### src/rtl/conv_pkg.sv
package conv_pkg;
    typedef enum logic [2:0] {
        ST_IDLE,
        ST_TAP,
        ST_COL_END,
        ST_FLUSH,
        ST_DONE
    } eng_state_t;
endpackage

### src/rtl/conv_ram.sv
module conv_ram #(
    parameter int W  = 24,
    parameter int AW = 5
) (
    input  logic          clk,
    input  logic          we,
    input  logic [AW-1:0] waddr,
    input  logic [W-1:0]  wdata,
    input  logic [AW-1:0] raddr,
    output logic [W-1:0]  rdata
);
    localparam int DEPTH = 1 << AW;

    logic [W-1:0] mem [DEPTH];

    always_ff @(posedge clk) begin
        if (we) begin
            mem[waddr] <= wdata;
        end
    end

    assign rdata = mem[raddr];
endmodule

### src/rtl/conv_mac.sv
module conv_mac #(
    parameter int CH_W  = 8,
    parameter int N_CH  = 3,
    parameter int SUM_W = 21
) (
    input  logic                 clk,
    input  logic                 rst_n,
    input  logic                 en,
    input  logic                 first,
    input  logic [N_CH-1:0]      mask,
    input  logic [CH_W*N_CH-1:0] img_word,
    input  logic [CH_W*N_CH-1:0] ker_word,
    output logic [SUM_W-1:0]     acc
);
    localparam int PROD_W = 2 * CH_W;

    logic [PROD_W-1:0] ch_prod [N_CH];
    logic [SUM_W-1:0]  tap_sum;

    for (genvar g = 0; g < N_CH; g++) begin : g_lane
        assign ch_prod[g] = mask[g]
            ? img_word[g*CH_W +: CH_W] * ker_word[g*CH_W +: CH_W]
            : '0;
    end

    always_comb begin
        tap_sum = '0;
        for (int i = 0; i < N_CH; i++) begin
            tap_sum = tap_sum + SUM_W'(ch_prod[i]);
        end
    end

    always_ff @(posedge clk or negedge rst_n) begin
        if (!rst_n) begin
            acc <= '0;
        end else if (en) begin
            acc <= first ? tap_sum : acc + tap_sum;
        end
    end
endmodule

### src/rtl/conv_pool.sv
module conv_pool #(
    parameter int SUM_W  = 21,
    parameter int CH_W   = 8,
    parameter int IDX_W  = 11,
    parameter int LIM_W  = 8,
    parameter int AW     = 5
) (
    input  logic             clk,
    input  logic             rst_n,
    input  logic             clr,
    input  logic             pool_en,
    input  logic [LIM_W-1:0] res_lim,
    input  logic             sum_valid,
    input  logic             sum_first,
    input  logic [SUM_W-1:0] sum,
    output logic             wr_en,
    output logic [AW-1:0]    wr_addr,
    output logic [CH_W-1:0]  wr_data
);
    localparam int DEPTH = 1 << AW;

    logic             half;
    logic [SUM_W-1:0] held;
    logic [IDX_W-1:0] out_idx;
    logic             emit;
    logic             take_held;
    logic             in_range;

    always_comb begin
        emit      = sum_valid && (!pool_en || (half && !sum_first));
        take_held = pool_en && (held > sum);
        in_range  = (out_idx <= IDX_W'(res_lim)) && (out_idx < IDX_W'(DEPTH));
    end

    always_ff @(posedge clk or negedge rst_n) begin
        if (!rst_n) begin
            half    <= 1'b0;
            held    <= '0;
            out_idx <= '0;
            wr_en   <= 1'b0;
            wr_addr <= '0;
            wr_data <= '0;
        end else if (clr) begin
            half    <= 1'b0;
            out_idx <= '0;
            wr_en   <= 1'b0;
        end else begin
            wr_en   <= emit && in_range;
            wr_addr <= out_idx[AW-1:0];
            wr_data <= take_held ? held[CH_W-1:0] : sum[CH_W-1:0];
            if (emit) begin
                out_idx <= out_idx + 1'b1;
            end
            if (sum_valid && pool_en) begin
                if (sum_first || !half) begin
                    held <= sum;
                    half <= 1'b1;
                end else begin
                    half <= 1'b0;
                end
            end
        end
    end
endmodule

### src/rtl/conv_ctrl.sv
module conv_ctrl
    import conv_pkg::*;
#(
    parameter int KLEN_W = 3,
    parameter int COLS_W = 8,
    parameter int KCNT_W = 3,
    parameter int AW     = 5
) (
    input  logic              clk,
    input  logic              rst_n,
    input  logic              soft_rst,
    input  logic              start,
    input  logic [KLEN_W-1:0] taps_m1,
    input  logic [COLS_W-1:0] cols_m1,
    input  logic [KCNT_W-1:0] kern_m1,
    input  logic              kstep_wide,
    output logic [AW-1:0]     img_raddr,
    output logic [AW-1:0]     ker_raddr,
    output logic              mac_en,
    output logic              mac_first,
    output logic              sum_valid,
    output logic              sum_first,
    output logic              run_clr,
    output logic              done,
    output eng_state_t        state
);
    eng_state_t        state_nx;
    logic              start_q;
    logic              start_rise;
    logic [KLEN_W-1:0] tap;
    logic [COLS_W-1:0] col;
    logic [KCNT_W-1:0] kern;
    logic              last_tap;
    logic              last_col;
    logic              last_kern;
    logic [AW-1:0]     ker_base;

    assign start_rise = start && !start_q;
    assign last_tap   = (tap == taps_m1);
    assign last_col   = (col == cols_m1);
    assign last_kern  = (kern == kern_m1);

    // state register
    always_ff @(posedge clk or negedge rst_n) begin
        if (!rst_n) begin
            state <= ST_IDLE;
        end else begin
            state <= state_nx;
        end
    end

    // next-state logic
    always_comb begin
        state_nx = state;
        unique case (state)
            ST_IDLE:    if (start_rise) state_nx = ST_TAP;
            ST_TAP:     if (last_tap) state_nx = ST_COL_END;
            ST_COL_END: state_nx = (last_col && last_kern) ? ST_FLUSH : ST_TAP;
            ST_FLUSH:   state_nx = start ? ST_DONE : ST_IDLE;
            ST_DONE:    if (!start) state_nx = ST_IDLE;
            default:    state_nx = ST_IDLE;
        endcase
        if (soft_rst) begin
            state_nx = ST_IDLE;
        end
    end

    // loop counters and start edge detector
    always_ff @(posedge clk or negedge rst_n) begin
        if (!rst_n) begin
            start_q <= 1'b0;
            tap     <= '0;
            col     <= '0;
            kern    <= '0;
        end else begin
            start_q <= start;
            unique case (state)
                ST_IDLE: begin
                    tap  <= '0;
                    col  <= '0;
                    kern <= '0;
                end
                ST_TAP: begin
                    if (!last_tap) begin
                        tap <= tap + 1'b1;
                    end
                end
                ST_COL_END: begin
                    tap <= '0;
                    if (last_col) begin
                        col  <= '0;
                        kern <= kern + 1'b1;
                    end else begin
                        col <= col + 1'b1;
                    end
                end
                ST_FLUSH, ST_DONE: begin
                    tap <= '0;
                end
                default: begin
                    tap <= '0;
                end
            endcase
        end
    end

    // outputs
    always_comb begin
        ker_base  = AW'(kern) << (kstep_wide ? 3 : 2);
        img_raddr = col[AW-1:0] + AW'(tap);
        ker_raddr = ker_base + AW'(tap);
        mac_en    = 1'b0;
        mac_first = 1'b0;
        sum_valid = 1'b0;
        sum_first = 1'b0;
        run_clr   = 1'b0;
        done      = 1'b0;
        unique case (state)
            ST_IDLE: begin
                run_clr = start_rise && !soft_rst;
            end
            ST_TAP: begin
                mac_en    = 1'b1;
                mac_first = (tap == '0);
            end
            ST_COL_END: begin
                sum_valid = 1'b1;
                sum_first = (col == '0);
            end
            ST_FLUSH: begin
                done = 1'b0;
            end
            ST_DONE: begin
                done = 1'b1;
            end
            default: begin
                done = 1'b0;
            end
        endcase
    end
endmodule

### src/rtl/conv1d_engine.sv
module conv1d_engine
    import conv_pkg::*;
#(
    parameter int CH_W   = 8,
    parameter int N_CH   = 3,
    parameter int AW     = 5,
    parameter int SUM_W  = 21,
    parameter int KLEN_W = 3,
    parameter int COLS_W = 8,
    parameter int KCNT_W = 3
) (
    input  logic                 clk,
    input  logic                 rst_n,
    input  logic                 soft_rst,
    input  logic                 start,
    input  logic [KLEN_W-1:0]    cfg_taps_m1,
    input  logic [COLS_W-1:0]    cfg_cols_m1,
    input  logic [KCNT_W-1:0]    cfg_kern_m1,
    input  logic [COLS_W-1:0]    cfg_res_cnt_m1,
    input  logic [N_CH-1:0]      cfg_ch_mask,
    input  logic                 cfg_kstep_wide,
    input  logic                 cfg_pool_en,
    input  logic                 img_we,
    input  logic [AW-1:0]        img_waddr,
    input  logic [CH_W*N_CH-1:0] img_wdata,
    input  logic                 ker_we,
    input  logic [AW-1:0]        ker_waddr,
    input  logic [CH_W*N_CH-1:0] ker_wdata,
    input  logic [AW-1:0]        res_raddr,
    output logic [CH_W-1:0]      res_rdata,
    output logic                 done
);
    localparam int WORD_W = CH_W * N_CH;
    localparam int IDX_W  = COLS_W + KCNT_W;

    eng_state_t        state;
    logic [AW-1:0]     img_raddr;
    logic [AW-1:0]     ker_raddr;
    logic [WORD_W-1:0] img_word;
    logic [WORD_W-1:0] ker_word;
    logic              mac_en;
    logic              mac_first;
    logic              sum_valid;
    logic              sum_first;
    logic              run_clr;
    logic [SUM_W-1:0]  acc;
    logic              res_we;
    logic [AW-1:0]     res_waddr;
    logic [CH_W-1:0]   res_wdata;

    conv_ctrl #(
        .KLEN_W(KLEN_W), .COLS_W(COLS_W), .KCNT_W(KCNT_W), .AW(AW)
    ) u_ctrl (
        .clk        (clk),
        .rst_n      (rst_n),
        .soft_rst   (soft_rst),
        .start      (start),
        .taps_m1    (cfg_taps_m1),
        .cols_m1    (cfg_cols_m1),
        .kern_m1    (cfg_kern_m1),
        .kstep_wide (cfg_kstep_wide),
        .img_raddr  (img_raddr),
        .ker_raddr  (ker_raddr),
        .mac_en     (mac_en),
        .mac_first  (mac_first),
        .sum_valid  (sum_valid),
        .sum_first  (sum_first),
        .run_clr    (run_clr),
        .done       (done),
        .state      (state)
    );

    conv_ram #(.W(WORD_W), .AW(AW)) u_img_ram (
        .clk   (clk),
        .we    (img_we),
        .waddr (img_waddr),
        .wdata (img_wdata),
        .raddr (img_raddr),
        .rdata (img_word)
    );

    conv_ram #(.W(WORD_W), .AW(AW)) u_ker_ram (
        .clk   (clk),
        .we    (ker_we),
        .waddr (ker_waddr),
        .wdata (ker_wdata),
        .raddr (ker_raddr),
        .rdata (ker_word)
    );

    conv_mac #(.CH_W(CH_W), .N_CH(N_CH), .SUM_W(SUM_W)) u_mac (
        .clk      (clk),
        .rst_n    (rst_n),
        .en       (mac_en),
        .first    (mac_first),
        .mask     (cfg_ch_mask),
        .img_word (img_word),
        .ker_word (ker_word),
        .acc      (acc)
    );

    conv_pool #(
        .SUM_W(SUM_W), .CH_W(CH_W), .IDX_W(IDX_W), .LIM_W(COLS_W), .AW(AW)
    ) u_pool (
        .clk       (clk),
        .rst_n     (rst_n),
        .clr       (run_clr),
        .pool_en   (cfg_pool_en),
        .res_lim   (cfg_res_cnt_m1),
        .sum_valid (sum_valid),
        .sum_first (sum_first),
        .sum       (acc),
        .wr_en     (res_we),
        .wr_addr   (res_waddr),
        .wr_data   (res_wdata)
    );

    conv_ram #(.W(CH_W), .AW(AW)) u_res_ram (
        .clk   (clk),
        .we    (res_we),
        .waddr (res_waddr),
        .wdata (res_wdata),
        .raddr (res_raddr),
        .rdata (res_rdata)
    );
endmodule

### config.mk
export PLATFORM = sky130hd
export DESIGN_NAME = conv1d_engine
export DESIGN_NICKNAME = d
export VERILOG_FILES = /design/src/rtl/conv_pkg.sv /design/src/rtl/conv_ram.sv /design/src/rtl/conv_mac.sv /design/src/rtl/conv_pool.sv /design/src/rtl/conv_ctrl.sv /design/src/rtl/conv1d_engine.sv
export SDC_FILE = /design/constraint.sdc
export NUM_CORES = 2
export LEC_CHECK = 0
export BUFFER_PORTS_ARGS = -buffer_cell sky130_fd_sc_hd__buf_2
export CAP_MARGIN = 15
export CORE_MARGIN = 5
export CORE_UTILIZATION = 24
export DETAILED_ROUTE_END_ITERATION = 10
export SYNTH_ARGS = -nofsm -noshare
export SYNTH_HDL_FRONTEND = slang
export SYNTH_HIERARCHICAL = 1
export SYNTH_SLANG_ARGS = --single-unit
### constraint.sdc
create_clock -name clk -period 13 [get_ports clk]
set_input_delay 2.6 -clock clk [delete_from_list [all_inputs] [get_ports clk]]
set_output_delay 2.6 -clock clk [all_outputs]
set_load 0.01 [all_outputs]
==> metrics.md <==
| Metric | Value |
|---|---|
| Number of buffers and inverters on the critical path | `5` |
| Fmax | `83.7 MHz` |
| CP delay by family, top | `adder cells` |
| H-tree levels | `4` |
| Pin count of the biggest net entering global routing | `127` |
| Die Area | `359,000 µm²` |
| Die width | `599 µm` |
| Average instance area after synthesis | `15.7 µm²` |
| PD cells | `192 nW/µm²` |
| Worst-case setup margin in the final layout | `1060 ps` |
| Startpoint type of the worst setup path | `input pin` |
| Clock tree root buffer cell | `sky130_fd_sc_hd__clkbuf_16` |
| Area share of the leading cell type in the synthesized netlist | `0.645` |
| Routed met2 length | `99,300 µm` |
| RSZ-0062 raised after global routing | `false` |
| Minimum clock period | `11,940 ps` |
| Vias per cell | `4.41` |
| Peak fanout along the critical path | `13` |
| Total routed wirelength | `201,000 µm` |
| GR Overflow Total | `0` |
| Min-Delay Path Depth | `1` |
| Core utilization of the finished layout | `0.277` |
| Post-CTS Hold Fix Bufs | `0` |
| Final count of negative-setup-slack endpoints | `0` |
| Fraction of final layout cells sized beyond drive strength 1 | `0.131` |
| Placeable core area | `346,000 µm²` |
| DR WL met3 | `9870 µm` |
| Pre-Repair DR Iteration Count | `7` |
| Routed wirelength normalized by instance count | `19.6 µm` |
| Result of the run | `completed` |
| Post-placement setup slack | `369 ps` |
| Total vias in the final route | `45.2k` |
| Highest layer used for signal routing | `met5` |
| Final Wtd Congestion | `0.812` |
| Post-CTS Setup Bufs | `0` |
| WL met1 | `86,700 µm` |
| Post-detailed-route DRC marker count | `0` |
| Clock transition at the registers of the reported paths | `60 ps` |
| Async SR Flop Fraction | `0.0458` |
| Vertical die dimension | `599 µm` |
| Slew at the pin with the worst max-slew slack | `1220 ps` |
| Syn. warnings | `6` |
| Cell types with the largest area share after synthesis | `sky130_fd_sc_hd__edfxtp_1 65%, sky130_fd_sc_hd__mux2i_1 9.3%, sky130_fd_sc_hd__fa_1 3.0%, sky130_fd_sc_hd__ha_1 2.7%, sky130_fd_sc_hd__dfrtp_1 2.6%` |
| Iteration-0 DRC count of the detailed router | `3,681` |
| Initial standard-cell utilization of the core | `0.241` |
| Final Max Slew Viols | `0` |
| Slowest stage cell, crit path | `sky130_fd_sc_hd__fa_1` |
| Overall routing resource usage | `0.109` |
| CP required | `13,660 ps` |
| Type of element capturing the critical path | `register` |
| Most common flop cell mapped by yosys | `sky130_fd_sc_hd__edfxtp_1` |
| Worst VDD drop | `0.483 mV` |
| ANT nets after route | `0` |
| Max-cap viol count | `0` |
| Number of enable-type register cells in the synthesized netlist | `1,792` |
| Total number of clock tree sinks | `1,878` |
| Summed instance area of the synthesized netlist | `83,400 µm²` |
| Number of core rows | `216` |
| Share of synthesized area occupied by flip-flops and latches | `0.671` |
| IO Count | `105` |
| Category of the most critical setup path | `in2reg` |
| Count of mapped cells out of synthesis | `5,311` |
| Post-synth top area cell | `sky130_fd_sc_hd__edfxtp_1` |
| Vias in the first global route | `46.1k` |
| Final setup skew | `89.8 ps` |
| Buffer depth of the longest clock path | `4` |
| Cell variety after synth | `84` |
| Half-perimeter wire length of the detailed placement result | `126,000 µm` |
| R2R cell count | `40` |
| Number of hold violations in the final report | `0` |
| Global-route wire length before repair | `299,000 µm` |
| CTS buffer count | `191` |
| CTS tree | `done` |
| Post-cts resize count | `0` |
| Count of nets after finishing | `5,913` |
| Data arrival time of the critical path | `12,600 ps` |
| Path category of the worst min-delay check | `reg2reg` |
| Worst-case headroom to the max-slew limit | `0.182` |
| Fill cell total of the finished layout | `34.5k` |
| Synth-to-Final Area Change | `15.0%` |
| Count of input and output buffers | `104` |
| Syn Nets | `5,716` |
| Stages on worst setup path | `40` |
| CP max stage delay | `550 ps` |
| Clock network latency to the later pin of the worst-skew pair | `870 ps` |
| Fin Setup TNS | `0 ps` |
| Portion of the clock cycle consumed by the worst path in the final layout | `0.919` |
| Number of antenna violations at the first check in global routing | `8` |
| Number of storage elements in the synthesis netlist | `1,878` |
| Critical path's most frequent cell | `sky130_fd_sc_hd__fa_1` |
| Leakage | `31.8 nW` |
-- cell usage in the layout, fill, tap and decap left out, drive strengths merged, types with 45 or more instances in the layout --
cell type / synthesis / final
edfxtp: 1792 / 1792
mux2i: 777 / 777
nand2: 274 / 274
buf: 164 / 250
inv: 234 / 237
clkbuf: 81 / 235
a21oi: 224 / 224
nand3: 183 / 183
ha: 182 / 182
nor2: 179 / 179
and2: 160 / 160
a22oi: 145 / 145
fa: 127 / 127
a22o: 98 / 98
dfrtp: 86 / 86
mux4: 80 / 80
clkinv: 1 / 79
nor3: 65 / 65
a31oi: 60 / 60
xnor2: 46 / 46
o21ai: 45 / 45
-- per-stage QoR --
| step | instances | instance area [µm²] | hold WS, ps | total power [mW] |
|---|---|---|---|---|
| 6_report | 10200 | 95900 | 512 | 18.4 |
| 5_1_grt | 10200 | 95900 | 536 | 19.5 |
| 4_1_cts | 10200 | 95800 | 518 | 18.5 |
| 3_5_place_dp | 9889 | 89700 | 505 | 13.1 |
| 3_3_place_gp | 9889 | 89700 | 490 | 13.0 |
| 2_1_floorplan | 5311 | 83400 | 467 | 11.7 |
-- registers in the layout, indices dropped and copies added (netlist names) --
register	cells
u_ctrl/col	8
u_ctrl/kern	3
u_ctrl/start_q	1
u_ctrl/state	3
u_ctrl/tap	3
u_img_ram/mem	768
u_ker_ram/mem	768
u_mac/acc	21
u_pool/half	1
u_pool/held	21
u_pool/out_idx	11
u_pool/wr_addr	5
u_pool/wr_data	8
u_pool/wr_en	1
u_res_ram/mem	256
-- Yosys cell counts (all sizes together) (8+ instances only) --
master	count
a211oi	14
a21o	33
a21oi	224
a221o	8
a22o	98
a22oi	145
a31oi	60
and2	160
and3	13
buf	164
clkbuf	81
dfrtp	86
edfxtp	1792
fa	127
ha	182
inv	234
mux2	36
mux2i	777
mux4	80
nand2	274
nand2b	13
nand3	183
nand3b	21
nand4	11
nor2	179
nor2b	29
nor3	65
o21ai	45
o221a	8
or3	8
or3b	11
xnor2	46
xor2	39
-- worst paths after layout --
kind / slack [ps] / from / end
worst max-delay path: 1060 / cfg_kstep_wide / u_mac/acc[20]
worst min-delay path: 510 / u_pool/held[19] / u_pool/held[19]
worst max register to register: 1090 / u_ctrl/tap[0] / u_mac/acc[20]
worst min register to register: 510 / u_pool/held[19] / u_pool/held[19]
max in group asynchronous: 10000 / rst_n / u_ctrl/tap[0]
min in group asynchronous: 1680 / rst_n / u_pool/wr_addr[1]
-- metal layers --
metal  global-route usage  up-vias
li1                     -    20600
met1                0.142    23200
met2                0.185     1141
met3               0.0156      244
met4               0.0340        2
met5                    0        -
-- final cells by class --
cell class / count / area, µm² / share of cell area
antenna: 13 / 32.5 / 0.000339
clock buffer: 235 / 5030 / 0.0524
clock inverter: 103 / 1000 / 0.0105
inverter: 235 / 882 / 0.00920
multi-input combinational: 2952 / 25300 / 0.264
sequential: 1878 / 56000 / 0.584
tap: 4578 / 5730 / 0.0597
timing repair buffer: 250 / 1930 / 0.0201
-- report_power, final --
part	total, mW	switching (mW)	internal, mW
clock	5.33	2.24	3.10
combinational	6.07	3.64	2.43
sequential	7.03	0.159	6.87
total	18.4	6.03	12.4
-- worst reg2reg max path: cells and delay by family, from the launching register on --
| family | cells | cell delay [ps] |
|---|---|---|
| xor+xnor | 3 | 840 |
| simple gates | 10 | 3170 |
| buf+inv | 5 | 530 |
| fa+ha+maj | 10 | 4320 |
| flops | 1 | 550 |
| compound gates | 12 | 2380 |
-- cell families (layout without fill, tap and decap cells) --
group                      count (synthesis)  in the layout  share of synthesized area
buffers and inverters                    481            823                     0.0289
and+or+nand+nor                          987            987                     0.0583
DFF                                     1878           1878                      0.671
AOI/OAI and AO/OA                        678            678                     0.0550
other                                      0             13                          0
xor gates and xnor gates                  85             85                    0.00920
muxes                                    893            893                      0.120
adders and majority gates                309            309                     0.0578
(Power assumes the default switching activity.)
